==> config.mk <==
export PLATFORM = sky130hd
export DESIGN_NAME = console_mmio
export DESIGN_NICKNAME = d
export VERILOG_FILES = /design/src/rtl/console_mmio_pkg.sv /design/src/rtl/con_addr_decode.sv /design/src/rtl/con_kbd_port.sv /design/src/rtl/con_disp_port.sv /design/src/rtl/con_ctrl_reg.sv /design/src/rtl/console_mmio.sv
export SDC_FILE = /design/constraint.sdc
export NUM_CORES = 1
export LEC_CHECK = 0
export ABC_AREA = 1
export BUFFER_PORTS_ARGS = -buffer_cell sky130_fd_sc_hd__clkbuf_2
export CORE_MARGIN = 3
export CORE_UTILIZATION = 38
export CTS_CLUSTER_SIZE = 16
export DETAILED_ROUTE_END_ITERATION = 8
export GPL_TIMING_DRIVEN = 0
export PLACE_DENSITY = 0.71
export SYNTH_ARGS = -nofsm -noshare
export SYNTH_HDL_FRONTEND = slang
export SYNTH_SLANG_ARGS = --single-unit
==> constraint.sdc <==
create_clock -name clk -period 1.7 [get_ports clk]
set_input_delay 0.255 -clock clk [delete_from_list [all_inputs] [get_ports clk]]
set_output_delay 0.255 -clock clk [all_outputs]
set_load 0.01 [all_outputs]
==> src/rtl/console_mmio_pkg.sv <==
package console_mmio_pkg;

    localparam int unsigned WORD_W  = 16;
    localparam int unsigned FLAG_B  = 15;
    localparam int unsigned IE_B    = 14;
    localparam int unsigned RUN_B   = 15;

    typedef logic [WORD_W-1:0] word_t;

    typedef enum logic [2:0] {
        SEL_NONE  = 3'd0,
        SEL_KSTAT = 3'd1,
        SEL_KDATA = 3'd2,
        SEL_DSTAT = 3'd3,
        SEL_DDATA = 3'd4,
        SEL_CTRL  = 3'd5
    } reg_sel_e;

    typedef struct packed {
        logic     rd;
        logic     wr;
        reg_sel_e sel;
    } bus_op_t;

    function automatic word_t status_word(input logic flag, input logic ie);
        word_t w;
        w         = '0;
        w[FLAG_B] = flag;
        w[IE_B]   = ie;
        return w;
    endfunction

endpackage

==> src/rtl/con_addr_decode.sv <==
module con_addr_decode
    import console_mmio_pkg::*;
#(
    parameter int unsigned ADDR_W  = 16,
    parameter logic [ADDR_W-1:0] IO_BASE = 16'hFE00,
    parameter logic [ADDR_W-1:0] KSTAT_A = 16'hFE00,
    parameter logic [ADDR_W-1:0] KDATA_A = 16'hFE02,
    parameter logic [ADDR_W-1:0] DSTAT_A = 16'hFE04,
    parameter logic [ADDR_W-1:0] DDATA_A = 16'hFE06,
    parameter logic [ADDR_W-1:0] CTRL_A  = 16'hFFFE
) (
    input  logic              valid,
    input  logic              we,
    input  logic [ADDR_W-1:0] addr,
    output logic              hit,
    output bus_op_t           op
);
    always_comb begin
        hit    = (addr >= IO_BASE);
        op.sel = SEL_NONE;
        if (hit) begin
            if      (addr == KSTAT_A) op.sel = SEL_KSTAT;
            else if (addr == KDATA_A) op.sel = SEL_KDATA;
            else if (addr == DSTAT_A) op.sel = SEL_DSTAT;
            else if (addr == DDATA_A) op.sel = SEL_DDATA;
            else if (addr == CTRL_A)  op.sel = SEL_CTRL;
        end
        op.rd = valid && !we && hit;
        op.wr = valid &&  we && hit;
    end
endmodule

==> src/rtl/con_kbd_port.sv <==
module con_kbd_port #(
    parameter int unsigned CHAR_W = 8
) (
    input  logic              clk,
    input  logic              rst,
    input  logic              strobe,
    input  logic [CHAR_W-1:0] char_in,
    input  logic              wr_stat,
    input  logic              ie_in,
    input  logic              rd_data,
    output logic              ready,
    output logic              ie,
    output logic [CHAR_W-1:0] char_q
);
    always_ff @(posedge clk) begin
        if (rst) begin
            ready  <= 1'b0;
            ie     <= 1'b0;
            char_q <= '0;
        end else begin
            if (wr_stat) ie <= ie_in;
            if (strobe) begin
                ready  <= 1'b1;
                char_q <= char_in;
            end else if (rd_data) begin
                ready  <= 1'b0;
            end
        end
    end
endmodule

==> src/rtl/con_disp_port.sv <==
module con_disp_port #(
    parameter int unsigned CHAR_W = 8
) (
    input  logic              clk,
    input  logic              rst,
    input  logic              wr_stat,
    input  logic              ie_in,
    input  logic              wr_data,
    input  logic [CHAR_W-1:0] char_in,
    input  logic              out_ready,
    output logic              done,
    output logic              ie,
    output logic              out_valid,
    output logic [CHAR_W-1:0] out_char
);
    always_ff @(posedge clk) begin
        if (rst) begin
            done     <= 1'b1;
            ie       <= 1'b0;
            out_char <= '0;
        end else begin
            if (wr_stat) ie <= ie_in;
            if (done) begin
                if (wr_data) begin
                    done     <= 1'b0;
                    out_char <= char_in;
                end
            end else if (out_ready) begin
                done <= 1'b1;
            end
        end
    end

    assign out_valid = !done;
endmodule

==> src/rtl/con_ctrl_reg.sv <==
module con_ctrl_reg (
    input  logic clk,
    input  logic rst,
    input  logic wr,
    input  logic run_in,
    output logic run
);
    always_ff @(posedge clk) begin
        if (rst)     run <= 1'b1;
        else if (wr) run <= run_in;
    end
endmodule

==> src/rtl/console_mmio.sv <==
module console_mmio
    import console_mmio_pkg::*;
#(
    parameter int unsigned ADDR_W  = 16,
    parameter int unsigned CHAR_W  = 8,
    parameter logic [ADDR_W-1:0] IO_BASE = 16'hFE00,
    parameter logic [ADDR_W-1:0] KSTAT_A = 16'hFE00,
    parameter logic [ADDR_W-1:0] KDATA_A = 16'hFE02,
    parameter logic [ADDR_W-1:0] DSTAT_A = 16'hFE04,
    parameter logic [ADDR_W-1:0] DDATA_A = 16'hFE06,
    parameter logic [ADDR_W-1:0] CTRL_A  = 16'hFFFE
) (
    input  logic              clk,
    input  logic              rst,
    input  logic              bus_valid,
    input  logic              bus_we,
    input  logic [ADDR_W-1:0] bus_addr,
    input  logic [WORD_W-1:0] bus_wdata,
    output logic [WORD_W-1:0] bus_rdata,
    output logic              bus_hit,
    input  logic              kbd_strobe,
    input  logic [CHAR_W-1:0] kbd_char,
    output logic              disp_valid,
    input  logic              disp_ready,
    output logic [CHAR_W-1:0] disp_char,
    output logic              kbd_irq,
    output logic              disp_irq,
    output logic              run
);
    localparam int unsigned PAD_W = WORD_W - CHAR_W;

    bus_op_t           op;
    logic              kbd_rdy, kbd_ie, dsp_done, dsp_ie;
    logic [CHAR_W-1:0] kbd_q;
    logic              unused_wbits;

    assign unused_wbits = ^bus_wdata[IE_B-1:CHAR_W];

    con_addr_decode #(
        .ADDR_W(ADDR_W), .IO_BASE(IO_BASE), .KSTAT_A(KSTAT_A), .KDATA_A(KDATA_A),
        .DSTAT_A(DSTAT_A), .DDATA_A(DDATA_A), .CTRL_A(CTRL_A)
    ) u_dec (
        .valid(bus_valid), .we(bus_we), .addr(bus_addr), .hit(bus_hit), .op(op)
    );

    con_kbd_port #(.CHAR_W(CHAR_W)) u_kbd (
        .clk(clk), .rst(rst), .strobe(kbd_strobe), .char_in(kbd_char),
        .wr_stat(op.wr && op.sel == SEL_KSTAT), .ie_in(bus_wdata[IE_B]),
        .rd_data(op.rd && op.sel == SEL_KDATA),
        .ready(kbd_rdy), .ie(kbd_ie), .char_q(kbd_q)
    );

    con_disp_port #(.CHAR_W(CHAR_W)) u_dsp (
        .clk(clk), .rst(rst),
        .wr_stat(op.wr && op.sel == SEL_DSTAT), .ie_in(bus_wdata[IE_B]),
        .wr_data(op.wr && op.sel == SEL_DDATA), .char_in(bus_wdata[CHAR_W-1:0]),
        .out_ready(disp_ready), .done(dsp_done), .ie(dsp_ie),
        .out_valid(disp_valid), .out_char(disp_char)
    );

    con_ctrl_reg u_ctl (
        .clk(clk), .rst(rst), .wr(op.wr && op.sel == SEL_CTRL),
        .run_in(bus_wdata[RUN_B]), .run(run)
    );

    always_comb begin
        bus_rdata = '0;
        if (op.rd) begin
            unique case (op.sel)
                SEL_KSTAT: bus_rdata = status_word(kbd_rdy, kbd_ie);
                SEL_KDATA: bus_rdata = {{PAD_W{1'b0}}, kbd_q};
                SEL_DSTAT: bus_rdata = status_word(dsp_done, dsp_ie);
                SEL_CTRL:  bus_rdata[RUN_B] = run;
                default:   bus_rdata = '0;
            endcase
        end
    end

    assign kbd_irq  = kbd_rdy  && kbd_ie;
    assign disp_irq = dsp_done && dsp_ie;
endmodule

=== Word level (Yosys, flattened, before mapping) ===
Cells that the tools add are included.

* Register bits: 21
* Input port bits: 46
* Output and inout bits: 29

* $lt $le $gt $ge: 1
* Equality and inequality tests: 10
* Multiplexer cells: 14
* Reductions and logical operators: 15

{| class="wikitable"
|+ Operators by type and width
! cell !! number
|-
| equality test 16 bit, second input constant || 5
|-
| case mux 15 bit (3 select lines) || 1
|-
| two-way mux 3 bit || 6
|-
| greater-or-equal comparator 16 bit, second input constant || 1
|-
| two-way mux 16 bit || 1
|-
| logical AND 1 bit || 11
|-
| equality test 3 x 2 -> 1 bit, second input constant || 2
|-
| equality test 3 bit, second input constant || 2
|-
| two-way mux 1 bit || 5
|-
| equality test 3 x 1 -> 1 bit, second input constant || 1
|-
| case mux 1 bit (3 select lines) || 1
|-
| zero test 1 bit || 2
|-
| AND reduction 2 bit || 1
|-
| nonzero test 2 bit || 1
|}

=== Logic depth before layout (Yosys ltp) ===
* Word-level depth: 11
* Gate-level depth with buffers: 11

=== Modules after synthesis ===
A second synthesis with hierarchy kept.

* Cells, all modules: 206
* Area, all modules: 1,267.5 um^2

{| class="wikitable"
|+ Modules (own cells, without submodules)
! module !! times used !! cells an instance !! area an instance (um^2)
|-
| con_disp_port || 1 || 60 || 402.9
|-
| con_kbd_port || 1 || 43 || 340.3
|-
| console_mmio || 1 || 52 || 260.2
|-
| con_addr_decode || 1 || 45 || 216.5
|-
| con_ctrl_reg || 1 || 6 || 47.5
|}

=== Worst setup path after synthesis ===
No wires, ideal clock.

* Kind: input-to-output
* From: input port bus_addr[0]
* To: output port bus_rdata[0]
* Data arrival time: 1.256 ns
* Data required time: 1.445 ns
* Slack: 0.189 ns
* Stages on the path: 9
* Path buffers: 0
* Path through: nor2_1 nand2_1 nor2_2 nand2_4 nand2_4 nand3b_4 nor2_4 nand2_4 nor2_2

* Elaborated cells between the ends (all ways): 18
* Those cells by class: 1 x order compare; 8 x eq/ne; 8 x mux; 1 x reduce/logical

{| class="wikitable"
|+ RTL lines
! what !! RTL line !! RTL
|-
| start, declared || console_mmio.sv:17 || <nowiki>input logic [ADDR_W-1:0] bus_addr,</nowiki>
|-
| greater-or-equal comparator 16 bit (*) || con_addr_decode.sv:19 || <nowiki>hit = (addr >= IO_BASE);</nowiki>
|-
| named net bus_hit || console_mmio.sv:20 || <nowiki>output logic bus_hit,</nowiki>
|-
| two-way mux 3 bit || con_addr_decode.sv:21 || <nowiki>if (hit) begin</nowiki>
|-
| equality test 3 x 2 -> 1 bit / equality test 3 x 1 -> 1 bit (equally long branches) || console_mmio.sv:69 || <nowiki>unique case (op.sel)</nowiki>
|-
| case mux 15 bit (3 select lines) || console_mmio.sv:69 ||
|-
| two-way mux 16 bit (*) || console_mmio.sv:68 || <nowiki>if (op.rd) begin</nowiki>
|-
| end, declared || console_mmio.sv:19 || <nowiki>output logic [WORD_W-1:0] bus_rdata,</nowiki>
|}

The timed path passes the listed nets; every way through them passes the cells marked *.

=== Worst setup path after layout ===
* From: input port bus_addr[4]
* To: output port bus_rdata[14]

* Cells in the longest elaborated chain, start to end: 10
* Elaborated cells between the ends (all ways): 18
* Those cells by class: 1 x order compare; 8 x eq/ne; 8 x mux; 1 x reduce/logical

{| class="wikitable"
|+ RTL lines
! what !! RTL line !! RTL
|-
| equality test 16 bit || con_addr_decode.sv:26 || <nowiki>else if (addr == CTRL_A) op.sel = SEL_CTRL;</nowiki>
|-
| two-way mux 3 bit || con_addr_decode.sv:26 ||
|-
| two-way mux 3 bit || con_addr_decode.sv:25 || <nowiki>else if (addr == DDATA_A) op.sel = SEL_DDATA;</nowiki>
|-
| two-way mux 3 bit || con_addr_decode.sv:24 || <nowiki>else if (addr == DSTAT_A) op.sel = SEL_DSTAT;</nowiki>
|-
| two-way mux 3 bit || con_addr_decode.sv:23 || <nowiki>else if (addr == KDATA_A) op.sel = SEL_KDATA;</nowiki>
|-
| two-way mux 3 bit || con_addr_decode.sv:22 || <nowiki>if (addr == KSTAT_A) op.sel = SEL_KSTAT;</nowiki>
|-
| two-way mux 3 bit || con_addr_decode.sv:21 ||
|-
| equality test 3 x 2 -> 1 bit / equality test 3 x 1 -> 1 bit (equally long branches) || console_mmio.sv:69 ||
|-
| case mux 15 bit (3 select lines) || console_mmio.sv:69 ||
|-
| two-way mux 16 bit (*) || console_mmio.sv:68 ||
|}

Mark *: on every way between the ends. The rest lies on a longest branch, timed or not.

==> results.md <==
* Status: complete, but fails checks
* Failing checks: setup timing
* DRC errors left at 0
* Routed vias/inst at 4.76
* Worst skew pair latency at 310 ps
* Syn Std Cell Area at 1270 um^2
* Synth Register Bits at 21
* Grt ovf at 0
* Number of H-tree levels at 1
* DRT iter0 DRCs at 50
* Final slew viol count at 0
* Placed cell count at 297
* CTS buffer count at 3
* Post-Route WL at 3820 um
* CP Launch Type: input port
* Mapped Cells at 186
* Sequential cell area fraction in the yosys report at 0.330
* Syn-to-layout area delta at 58.3%
* CP endpoint kind: output port
* IO Pins at 75
* Post-route setup slack at -45.8 ps
* Count of cell types in the netlist at 26
* Proportion of layout cells with a drive suffix above 1 at 0.507
* Finished Layout Cells at 320
* Die ar. at 4090 um^2
* CTS Buffer Depth at 2
* Required @ worst endpoint at 1440 ps
* Final net count at 323
* Root buf cell: clkbuf_4
* Crit path max-delay cell type: buf_2
* Initial core utilization at 0.408
* Row count at 20
* Final GP Congestion at 0.840
* Clk sinks at 21
* DIE HEIGHT at 63.9 um
* Final Hold Fails at 0
* Commonest non-fill, non-tap cell in the layout: clkbuf_2
* Hold Path Class: in -> reg
* Clk slew on worst S/H paths at 120 ps
* Post-detail-place hpwl at 2470 um
* DR pass1 iterations at 4
* First-pass GRT wire length at 5490 um
* RR Endpoint: u_dsp.out_char[6]$_SDFFE_PP0P_
* Period utilization at 1.03
* # diodes at 0
* Max frequency at 0.573 GHz
* Pin count of the biggest net entering global routing at 12
* Total power at 0.000933 W
* Worst r2r src: u_dsp.done$_SDFF_PP1_
* RSZ-0062 raised after global routing: true
* CP cell instances: clkbuf_2 -> nor2_4 -> nand2_2 -> inv_2 -> nand3_2 -> nor2_4 -> buf_4 -> buf_4 -> a22oi_1 -> nor2_1 -> buf_2
* R2R depth at 3
* Critical path origin: bus_addr[4]
* Max cap viols at 0
* Clock Skew at 0.908 ps
* VDD IR max at 490 uV
* Port Buffers at 62
* DR WL/cell at 11.9 um
* Critical path type: in -> out
* # setup viols final at 9
* Initial antenna violation count at 0
* Ys Warns at 0
* Vias in the first global route at 1332
* CTS tree: built
* Synthesized area per cell at 6.85 um^2
* ANT nets after route at 0
* Pleak at 1.00 nW
* Vias at 1523
* Core area at 3130 um^2
* Global Route Usage Sum at 0.164
* Chip width at 63.9 um
* Flop2flop setup slack at 790 ps
* Crit path DAT at 1490 ps
* Post-layout minimum cycle time at 1750 ps
* PwrDens at 462 nW/um^2
* Maximum fanout along the worst path at 3
* CP peak stage delay at 150 ps
* Most frequent cells in the layout: clkbuf_2 (45), nand2_1 (26), buf_4 (25)
* Crit path to: bus_rdata[14]
cell families (layout without fill, tap and decap cells):
kind of cell	count (synthesis)	in the layout	synth area share
flops	21	21	0.330
other cells	1	6	0.00294
compound gates	36	36	0.148
simple gates	93	93	0.395
buf+inv	35	120	0.125
synth_stat cells:
master	n	area (um^2)
a21oi_1	20	100
a21oi_2	1	8.76
a22oi_1	1	7.51
buf_2	1	5.00
buf_4	7	52.6
clkbuf_1	2	7.51
conb_1	1	3.75
dfxtp_1	21	420
inv_1	21	78.8
inv_2	4	15.0
nand2_1	35	131
nand2_2	1	6.26
nand2_4	3	33.8
nand3_1	6	30.0
nand3_2	1	10.0
nand3b_4	1	20.0
nand4_1	11	68.8
nand4_2	1	12.5
nor2_1	17	63.8
nor2_2	11	68.8
nor2_4	4	45.0
nor3_1	1	5.00
nor3b_1	1	7.51
o21ai_0	11	55.1
o21ai_1	2	10.0
o21bai_1	1	7.51
area by class of cell:
class | count | area, um^2
sequential | 21 | 420
timing repair buffer | 81 | 510
clock buffer | 4 | 26.3
buffer | 10 | 65.1
fill | 287 | 1110
multi-input combinational | 135 | 842
inverter | 25 | 98.8
tap | 44 | 55.1
through the flow:
| step | util | setup TNS (ps) | setup slack (ps) | hold slack, ps | area, um^2 |
|---|---|---|---|---|---|
| finish | 0.645 | -178 | -45.8 | 117 | 2020 |
| global route | 0.645 | -1150 | -161 | 102 | 2020 |
| CTS | 0.588 | -187 | -47.1 | 113 | 1840 |
| detailed placement | 0.530 | -1350 | -159 | 449 | 1660 |
| global placement | 0.530 | -1270 | -150 | 445 | 1660 |
| floorplan | - | 0 | 189 | 324 | 1290 |
power breakdown:
group          internal (W)  leakage, nW  switching [W]  total [W]
Clock             0.0000915       0.0150       0.000150   0.000241
Combinational     0.0000856        0.814      0.0000952   0.000181
Sequential         0.000507        0.172     0.00000414   0.000511
Total              0.000684         1.00       0.000249   0.000933
routing by layer:
| layer | vias to the layer above | wire length (um) | global-route usage |
|---|---|---|---|
| met3 | 10 | 249 | 0.0457 |
| met2 | 57 | 1960 | 0.297 |
| li1 | 774 | - | - |
| met4 | 0 | 76 | 0.0270 |
| met5 | - | 0 | 0 |
| met1 | 682 | 1540 | 0.194 |
critical path: cells and delay by family:
kind / cells / cell delay [ps]
buffers and inverters: 5 / 610
AND/OR/NAND/NOR: 5 / 540
AO/OA/AOI/OAI: 1 / 80
repair_timing:
action / in CTS / in global routing
endpoints found under the hold margin: 0 / 0
buffers inserted: 9 / 10
hold buffers: 0 / 0
gates resized for setup: 21 / 43
pin swaps: 17 / 27
endpoints found under the setup margin: 10 / 10
flip-flops by register name, indices dropped and copies added, names as in the netlist:
| name | flops |
|---|---|
| u_dsp.out_char | 8 |
| u_kbd.char_q | 8 |
| u_ctl.run | 1 |
| u_dsp.done | 1 |
| u_dsp.ie | 1 |
| u_kbd.ie | 1 |
| u_kbd.ready | 1 |
how the worst min path moves through the flow:
stage | start | end | cells after the start
after floorplan | rst | u_dsp.out_char[0]$_SDFFE_PP0P_ | 1
after global placement | rst | u_dsp.out_char[0]$_SDFFE_PP0P_ | 2
after detailed placement | rst | u_dsp.out_char[0]$_SDFFE_PP0P_ | 2
after CTS | rst | u_dsp.out_char[0]$_SDFFE_PP0P_ | 2
after global routing | rst | u_dsp.out_char[0]$_SDFFE_PP0P_ | 2
final | rst | u_dsp.out_char[0]$_SDFFE_PP0P_ | 2
Note: power is estimated with default switching activity, not from simulation.
